## src/rtl/spiwin_pkg.sv

```systemverilog
package spiwin_pkg;

  typedef struct packed {
    logic sck;
    logic sel2;
    logic sel1;
    logic mosi;
  } spi_bits_t;

  function automatic logic top_hit(logic [31:0] a, int aw, int ww);
    logic ok;
    ok = 1'b1;
    for (int i = 0; i < 32; i++) begin
      if (i >= aw - ww && i < aw) ok = ok & a[i];
    end
    return ok;
  endfunction

  function automatic spi_bits_t pick_bits(logic [31:0] a, int pm, int p1, int p2, int pk);
    spi_bits_t b;
    b.mosi = a[pm];
    b.sel1 = a[p1];
    b.sel2 = a[p2];
    b.sck  = a[pk];
    return b;
  endfunction

  function automatic logic subst_bit(logic abit, logic sel, logic sdi);
    return abit & ~(sel & sdi);
  endfunction

  function automatic logic page_bit(logic [31:0] a, int pos);
    return ~a[pos];
  endfunction

endpackage

```

## src/rtl/spiwin_decode.sv

```systemverilog
module spiwin_decode
  import spiwin_pkg::*;
#(
  parameter int ADDR_W   = 16,
  parameter int WIN_W    = 5,
  parameter int MOSI_POS = 7,
  parameter int SEL1_POS = 8,
  parameter int SEL2_POS = 9,
  parameter int SCK_POS  = 10
) (
  input  logic              clk,
  input  logic              rst_n,
  input  logic [ADDR_W-1:0] addr,
  input  logic              oe_n,
  output logic              iosel,
  output logic              end_pulse,
  output spi_bits_t         cap
);

  logic iosel_q;

  assign iosel     = top_hit(32'(addr), ADDR_W, WIN_W) & ~oe_n;
  assign end_pulse = iosel_q & ~iosel;

  always_ff @(posedge clk or negedge rst_n) begin
    if (!rst_n) begin
      iosel_q <= 1'b0;
      cap     <= '0;
    end else begin
      iosel_q <= iosel;
      if (iosel) cap <= pick_bits(32'(addr), MOSI_POS, SEL1_POS, SEL2_POS, SCK_POS);
    end
  end

endmodule

```

## src/rtl/spiwin_outreg.sv

```systemverilog
module spiwin_outreg
  import spiwin_pkg::*;
(
  input  logic      clk,
  input  logic      rst_n,
  input  logic      end_pulse,
  input  spi_bits_t cap,
  output logic      mosi,
  output logic      sck,
  output logic      cs1_n,
  output logic      cs2_n
);

  spi_bits_t q;

  always_ff @(posedge clk or negedge rst_n) begin
    if (!rst_n) q <= '0;
    else if (end_pulse) q <= cap;
  end

  assign mosi  = q.mosi;
  assign sck   = q.sck;
  assign cs1_n = ~q.sel1;
  assign cs2_n = ~q.sel2;

  // reset clears every flip-flop, so the selects are released
  p_clear_r2: assert property (@(posedge clk) !rst_n |=> (q == '0));

  // without the end of a pulse the register keeps its value
  p_hold_r5: assert property (@(posedge clk) disable iff (!rst_n)
    !end_pulse |=> $stable(q));

endmodule

```

## src/rtl/spiwin_swap.sv

```systemverilog
module spiwin_swap
  import spiwin_pkg::*;
#(
  parameter int ADDR_W   = 16,
  parameter int SWAP_POS = 10
) (
  input  logic              clk,
  input  logic              rst_n,
  input  logic [ADDR_W-1:0] addr,
  input  logic              iosel,
  input  logic              sdi,
  output logic [ADDR_W-1:0] ram_addr
);

  for (genvar g = 0; g < ADDR_W; g++) begin : g_bit
    if (g == SWAP_POS) begin : g_sub
      assign ram_addr[g] = subst_bit(addr[g], iosel, sdi);
    end else begin : g_pass
      assign ram_addr[g] = addr[g];
    end
  end

  // outside the window the address reaches RAM untouched
  p_pass_r6: assert property (@(posedge clk) disable iff (!rst_n)
    !iosel |-> (ram_addr == addr));

  // a high serial input inside the window clears the folded bit
  p_fold_r6: assert property (@(posedge clk) disable iff (!rst_n)
    (iosel && sdi) |-> !ram_addr[SWAP_POS]);

endmodule

```

## src/rtl/spiwin_page.sv

```systemverilog
module spiwin_page
  import spiwin_pkg::*;
#(
  parameter int ADDR_W   = 16,
  parameter int DATA_W   = 8,
  parameter int WIN_W    = 5,
  parameter int SWAP_POS = 10
) (
  input  logic [ADDR_W-1:0] ram_addr,
  input  logic              oe_n,
  output logic [DATA_W-1:0] rd_data
);

  logic in_page;

  assign in_page = top_hit(32'(ram_addr), ADDR_W, WIN_W);

  always_comb begin
    rd_data = '0;
    if (!oe_n && in_page) rd_data = DATA_W'(page_bit(32'(ram_addr), SWAP_POS));
  end

endmodule

```

## src/rtl/spiwin_port.sv

```systemverilog
module spiwin_port
  import spiwin_pkg::*;
#(
  parameter int ADDR_W   = 16,
  parameter int DATA_W   = 8,
  parameter int WIN_W    = 5,
  parameter int MOSI_POS = 7,
  parameter int SEL1_POS = 8,
  parameter int SEL2_POS = 9,
  parameter int SCK_POS  = 10
) (
  input  logic              clk,
  input  logic              rst_n,
  input  logic [ADDR_W-1:0] cpu_addr,
  input  logic              oe_n,
  input  logic              miso,
  output logic [DATA_W-1:0] rd_data,
  output logic [ADDR_W-1:0] ram_addr,
  output logic              iosel_n,
  output logic              mosi,
  output logic              sck,
  output logic              cs1_n,
  output logic              cs2_n
);

  logic      iosel;
  logic      end_pulse;
  spi_bits_t cap;

  spiwin_decode #(
    .ADDR_W(ADDR_W), .WIN_W(WIN_W), .MOSI_POS(MOSI_POS),
    .SEL1_POS(SEL1_POS), .SEL2_POS(SEL2_POS), .SCK_POS(SCK_POS)
  ) u_dec (
    .clk(clk), .rst_n(rst_n), .addr(cpu_addr), .oe_n(oe_n),
    .iosel(iosel), .end_pulse(end_pulse), .cap(cap)
  );

  spiwin_outreg u_reg (
    .clk(clk), .rst_n(rst_n), .end_pulse(end_pulse), .cap(cap),
    .mosi(mosi), .sck(sck), .cs1_n(cs1_n), .cs2_n(cs2_n)
  );

  spiwin_swap #(.ADDR_W(ADDR_W), .SWAP_POS(SCK_POS)) u_swap (
    .clk(clk), .rst_n(rst_n), .addr(cpu_addr), .iosel(iosel),
    .sdi(miso), .ram_addr(ram_addr)
  );

  spiwin_page #(
    .ADDR_W(ADDR_W), .DATA_W(DATA_W), .WIN_W(WIN_W), .SWAP_POS(SCK_POS)
  ) u_page (
    .ram_addr(ram_addr), .oe_n(oe_n), .rd_data(rd_data)
  );

  assign iosel_n = ~iosel;

  // a window read with the clock bit set returns the serial input
  p_sdi_read_r7: assert property (@(posedge clk) disable iff (!rst_n)
    (!iosel_n && cpu_addr[SCK_POS]) |-> (rd_data == DATA_W'(miso)));

  // a window read with the clock bit clear hits the 0x01 half
  p_fill_r7: assert property (@(posedge clk) disable iff (!rst_n)
    (!iosel_n && !cpu_addr[SCK_POS]) |-> (rd_data == DATA_W'(1)));

endmodule

```

## config.mk

```make
export PLATFORM = sky130hd
export DESIGN_NAME = spiwin_port
export DESIGN_NICKNAME = d
export VERILOG_FILES = /design/src/rtl/spiwin_pkg.sv /design/src/rtl/spiwin_decode.sv /design/src/rtl/spiwin_outreg.sv /design/src/rtl/spiwin_swap.sv /design/src/rtl/spiwin_page.sv /design/src/rtl/spiwin_port.sv
export SDC_FILE = /design/constraint.sdc
export NUM_CORES = 1
export LEC_CHECK = 0
export BUFFER_PORTS_ARGS = -buffer_cell sky130_fd_sc_hd__buf_2
export CORE_MARGIN = 4
export CORE_UTILIZATION = 30
export CTS_BUF_LIST = sky130_fd_sc_hd__clkbuf_8
export DETAILED_ROUTE_END_ITERATION = 16
export GPL_TIMING_DRIVEN = 0
export PLACE_DENSITY = 0.76
export SLEW_MARGIN = 30
export SYNTH_ARGS = -nofsm -noshare
export SYNTH_HDL_FRONTEND = slang
export SYNTH_HIERARCHICAL = 1
export SYNTH_SLANG_ARGS = --single-unit
```

## constraint.sdc

```tcl
create_clock -name clk -period 1.6 [get_ports clk]
set_clock_uncertainty 0.1 [all_clocks]
set_input_delay 0.32 -clock clk [delete_from_list [all_inputs] [get_ports clk]]
set_output_delay 0.32 -clock clk [all_outputs]
set_load 0.05 [all_outputs]
```

==> metrics.yaml, run 1 <==
status:
  status: "finished, violations left"
  violations: "negative setup slack"
clock_network:
  clockBufferDepth: 2
  clk_pin_slew_ns: 0.04
  cts_buffers: 3
  ctsHtreeMaxLevel: 1
  cts_tree: "built"
  cts.sinks: 9
  clkLatencyLatePin_ns: 0.23
  clk_root_buffer_cell: "clkbuf_8"
worst_setup_path:
  critPathBufInv: 2
  crit_type: "in -> out"
  crit_path_start_kind: "primary input"
  critPathTopFamily: "simple AND/OR/NAND/NOR gates"
  path_cells: "buf_8 -> nand4_4 -> nor3b_4 -> a21boi_4 -> nor4bb_2 -> and4_4 -> buf_8"
  crit_top_cell: "buf_8"
  endpoint_kind: "primary output"
  crit_slowest_cell: "nor4bb_2"
  worstPathRequired_ns: 1.18
  cp.arrival_ns: 1.54
  path_max_fanout: 2
  max_stage_delay_ns: 0.27
floorplan:
  num_io_pins: 49
  fp.coreArea_sq_um: 1760
  start_util: 0.321
  dieArea_sq_um: 2640
  die_w_um: 51.4
  die_y_um: 51.4
  fp-row-count: 15
finish:
  postLayoutCoreUtil: 0.525
  synthToLayoutAreaGrowth_pct: 63.7
  diodes: 0
  instances_no_fill: 121
  final_cell_mix: "buf_2 (28), buf_4 (26), dfrtp_1 (9)"
  nets: 117
  mostFrequentLayoutCell: "buf_2"
  fin_area_sq_um: 926
  drive_above_1_share: 0.781
run:
  cap_violations: 0
detailed_routing:
  routed_wl_um: 1410
  ant_nets: 0
  dr.pass1.iters: 2
  num_vias: 469
  first_iter_violations: 1
  post_drt_wl_per_cell_um: 11.6
  drc_errors: 0
  via_per_inst: 3.88
grt:
  grt_max_degree: 10
  track_usage: 0.117
  antenna_found_initial: 0
  grt_pass1_wl_um: 2130
  grt_overflow: 0
  grt_pass1_vias: 477
placed_design:
  placed_area_sq_um: 808
  io_buffers: 34
  post-place-ws_ns: -0.750
  place_inst: 114
  gp_congestion: 0.641
  hpwlAfterDp_um: 1090
pwr:
  p_per_area_nw_per_um2: 916
  finalPower_w: 0.000848
  vdd_drop_max_v: 0.000627
  leakagePower_nw: 0.514
min_path:
  hold_path_class: "in -> reg"
logic_synthesis:
  yosysSeqAreaShare: 0.398
  syn-instance-count: 49
  syn_avg_cell_area_sq_um: 11.5
  ys_types: 11
  ys_warn_count: 6
  synth-seq-cells: 9
  netlist_area_sq_um: 566
timing:
  slew_violations: 0
  finalCritPeriodShare: 1.23
  fin_ws_ns: -0.363
  post-route-min-period_ns: 1.96
  rsz0062_at_grt: "true"
  setup_viol: 2
  fmax_mhz: 510
  final-hold-violation-count: 0
## synthesized netlist by cell type (all sizes together)
cell type / instances / area (sq um)
nor4bb: 1 / 10.0
conb: 1 / 3.75
nand4: 1 / 12.5
mux2: 8 / 90.1
a21boi: 1 / 11.3
inv: 3 / 11.3
and4: 1 / 8.76
buf: 22 / 165
and2b: 1 / 8.76
dfrtp: 9 / 225
nor3b: 1 / 18.8
## per-stage QoR
| step | TNS [ns] | hold slack [ns] |
|---|---|---|
| 5_1_grt | -0.530 | 0.234 |
| 2_1_floorplan | -0.418 | -0.0756 |
| 3_3_place_gp | -1.55 | 0.0723 |
| 3_5_place_dp | -2.00 | 0.0787 |
| 6_report | -0.386 | 0.239 |
| 4_1_cts | -0.439 | 0.235 |
## registers in the layout, summed over array words and instances (netlist names)
register and count:
u_reg/sck 1, u_reg/q 2, u_reg/mosi 1, u_dec/iosel_q 1, u_dec/cap 4
## final timing paths
kind                               startpoint  slack, ns  cells after the start            to
min in group asynchronous               rst_n       0.38                      2  u_dec/cap[2]
max in group asynchronous               rst_n       0.84                      2  u_dec/cap[3]
worst min-delay path             cpu_addr[10]       0.24                      2  u_dec/cap[3]
worst max register to register  u_dec/iosel_q       0.54                      2     u_reg/sck
worst min register to register   u_dec/cap[1]       0.40                      1    u_reg/q[1]
worst max-delay path             cpu_addr[15]      -0.36                      7    rd_data[0]
## layer usage
metal,vias to the layer above,GRT usage,wire (um)
met1,211,0.0958,439
met5,-,0,0
met4,0,0.0742,26
met2,30,0.210,783
li1,224,-,-
met3,4,0.0641,159
## report_power, final
part | switching [W] | internal (W) | total (W)
logic | 0.000210 | 0.000111 | 0.000321
clock network | 0.0000845 | 0.000167 | 0.000251
registers | 0.0000141 | 0.000262 | 0.000276
## cell families (layout without fill, tap and decap cells)
family,count (synthesis),in the layout,share of synthesized area
buffers and inverters,25,66,0.312
flip-flops,9,9,0.398
multiplexers,8,8,0.159
AND/OR/NAND/NOR,5,5,0.104
other,1,7,0.00663
AO/OA/AOI/OAI,1,1,0.0199
## cell type report
| class | instances | area, sq um |
|---|---|---|
| Buffer | 22 | 165 |
| Clock buffer | 3 | 41.3 |
| Clock inverter | 1 | 3.75 |
| Fill cell | 177 | 838 |
| Inverter | 3 | 11.3 |
| Multi-Input combinational cell | 21 | 211 |
| Sequential cell | 9 | 225 |
| Tap cell | 25 | 31.3 |
| Timing Repair Buffer | 37 | 236 |
## timing repair
item / CTS / global route
hold buffers: 1 / 0
endpoints found under the setup margin: 3 / 2
resized for setup: 12 / 3
pin swaps: 5 / 1
endpoints found under the hold margin: 9 / 0
setup buffers: 2 / 1
No activity file was read; power rests on OpenSTA's default activity.
==> run 2: changes to the inputs <==
- BUFFER_PORTS_ARGS: -buffer_cell sky130_fd_sc_hd__buf_2 -> not set
- DONT_BUFFER_PORTS: not set -> 1
- PLACE_DENSITY: 0.76 -> 0.53
==> metrics.yaml, run 2 (synthesis results as in run 1) <==
status:
  status: "finished, violations left"
  violations: "negative setup slack"
timing:
  setup-tns-final_ns: -0.319  # +0.0662 ns
  setup_viol: 1  # -1
  slew_violations: 0  # unchanged
  fmax_mhz: 521  # +2.2%
  fin_ws_ns: -0.319  # +0.0432 ns
  finalCritPeriodShare: 1.20  # -0.0270
  post-route-min-period_ns: 1.92  # -0.0432 ns
  rsz0062_at_grt: "true"
  final-hold-violation-count: 0  # unchanged
detailed_routing:
  num_vias: 327  # -30%
  ant_nets: 0  # unchanged
  via_per_inst: 3.76  # -3.0%
  post_drt_wl_per_cell_um: 11.1  # -4.3%
  routed_wl_um: 969  # -31%
  dr.pass1.iters: 3  # +1
  first_iter_violations: 3  # +2
  drc_errors: 0  # unchanged
worst_setup_path:
  crit_slowest_cell: "and4_4"
  cp-startpoint: "cpu_addr[15]"
  worstPathRequired_ns: 1.18  # about the same
  critPathTopFamily: "simple AND/OR/NAND/NOR gates"
  r2r_end: "u_reg/sck"
  r2r_setup_slack_ns: 0.48  # -0.06 ns
  critPathBufInv: 0  # -2
  path_cells: "nand4_4 -> nor3b_4 -> a21boi_4 -> nor4bb_2 -> and4_4"
  max_stage_delay_ns: 0.37  # +0.10 ns
  crit_path_start_kind: "primary input"
  crit_type: "in -> out"
  reg2reg_from: "u_reg/sck"
  reg2reg_depth: 1  # -1
  endpoint_kind: "primary output"
  cp.depth: 5  # -2
  cp.arrival_ns: 1.50  # -0.04 ns
  path_max_fanout: 2  # unchanged
  cp-endpoint: "rd_data[0]"
placed_design:
  placed_area_sq_um: 638  # -21%
  place_inst: 80  # -30%
  io_buffers: 0  # -100%
  gp_congestion: 0.619  # -3.4%
finish:
  mostFrequentLayoutCell: "buf_4"
  instances_no_fill: 87  # -28%
  diodes: 0  # unchanged
  largest_register_ffs: 4  # unchanged
  fin_area_sq_um: 714  # -23%
  synthToLayoutAreaGrowth_pct: 26.3
  drive_above_1_share: 0.661  # -0.120
  nets: 83  # -29%
  reg.largest.list: "u_dec/cap: 4 flops, u_reg/q: 2 flops"
  regMostFlops: "u_dec/cap"
  final_cell_mix: "buf_4 (24), dfrtp_1 (9), mux2_2 (8)"
grt:
  track_usage: 0.0712  # -0.0454
  grt_overflow: 0  # unchanged
  grt_max_degree: 10  # unchanged
  grt_pass1_wl_um: 1370  # -36%
  grt_pass1_vias: 327  # -31%
  antenna_found_initial: 0  # unchanged
floorplan:
  num_io_pins: 49  # unchanged
  start_util: 0.321  # unchanged
  die_w_um: 51.4  # unchanged
  fp-row-count: 15  # unchanged
  dieArea_sq_um: 2640  # unchanged
  die_y_um: 51.4  # unchanged
  fp.coreArea_sq_um: 1760  # unchanged
pwr:
  finalPower_w: 0.000788  # -7.0%
  p_per_area_nw_per_um2: 1100  # +20%
  vdd_drop_max_v: 0.000320  # -49%
  leakagePower_nw: 0.367  # -29%
min_path:
  min_from: "cpu_addr[8]"
  hold_path_class: "in -> reg"
clock_network:
  cts_tree: "built"
  cts_buffers: 3  # unchanged
  clockBufferDepth: 2  # unchanged
  ctsHtreeMaxLevel: 1  # unchanged
  cts.sinks: 9  # unchanged
  clkLatencyLatePin_ns: 0.23  # about the same
  clk_root_buffer_cell: "clkbuf_8"
  clk_pin_slew_ns: 0.04  # about the same
run:
  cap_violations: 0  # unchanged
run 2: cell types whose count changed in the layout (fill, tap and decap cells not counted):
cell / change
buf_2: -28
buf_4: -2
buf_6: -1
buf_8: -3
run 2: area by class of cell:
class,count,area (sq um)
Buffer,22,165
Clock buffer,3,41.3
Clock inverter,1,3.75
Fill cell,174,1050
Inverter,3,11.3
Multi-Input combinational cell,21,211
Sequential cell,9,225
Tap cell,25,31.3
Timing Repair Buffer,3,25.0
run 2: worst min path at each step:
| stage | to | slack, ns | depth (start not counted) |
|---|---|---|---|
| 6_report | u_dec/cap[1] | 0.14 | 1 |
| 5_1_grt | u_dec/cap[0] | 0.14 | 1 |
| 4_1_cts | u_dec/cap[1] | 0.14 | 1 |
| 3_5_place_dp | u_reg/q[2] | -0.08 | 0 |
| 3_3_place_gp | u_reg/q[2] | -0.08 | 0 |
| 2_1_floorplan | u_dec/cap[0] | -0.08 | 0 |
run 2: per-stage QoR:
step / utilization / hold WS [ns] / worst slack [ns]
global route: 0.405 / 0.137 / -0.390
CTS: 0.401 / 0.135 / -0.341
detailed placement: 0.362 / -0.0754 / -0.619
floorplan: - / -0.0756 / -0.418
finish: 0.405 / 0.141 / -0.319
global placement: 0.362 / -0.0754 / -0.596
run 2: layer usage:
layer	GRT usage	wire length [um]	vias up
met5	0	0	-
met4	0.0786	0	0
met3	0.00583	106	0
met2	0.121	537	20
met1	0.0717	325	151
li1	-	-	156
run 2: what timing repair did:
| action | 4_1_cts | 5_1_grt |
|---|---|---|
| pin swaps | 4 | 4 |
| setup endpoints to repair | 2 | 1 |
| endpoints found under the hold margin | 9 | 0 |
| gates cloned | 0 | 0 |
| hold buffers | 1 | 0 |
| resized for setup | 1 | 0 |
| buffers inserted | 1 | 1 |
run 2: where the power goes:
part           switching, W  internal (W)  total (W)
logic              0.000164     0.0000712   0.000235
registers         0.0000397      0.000261   0.000301
clock network     0.0000854      0.000167   0.000252
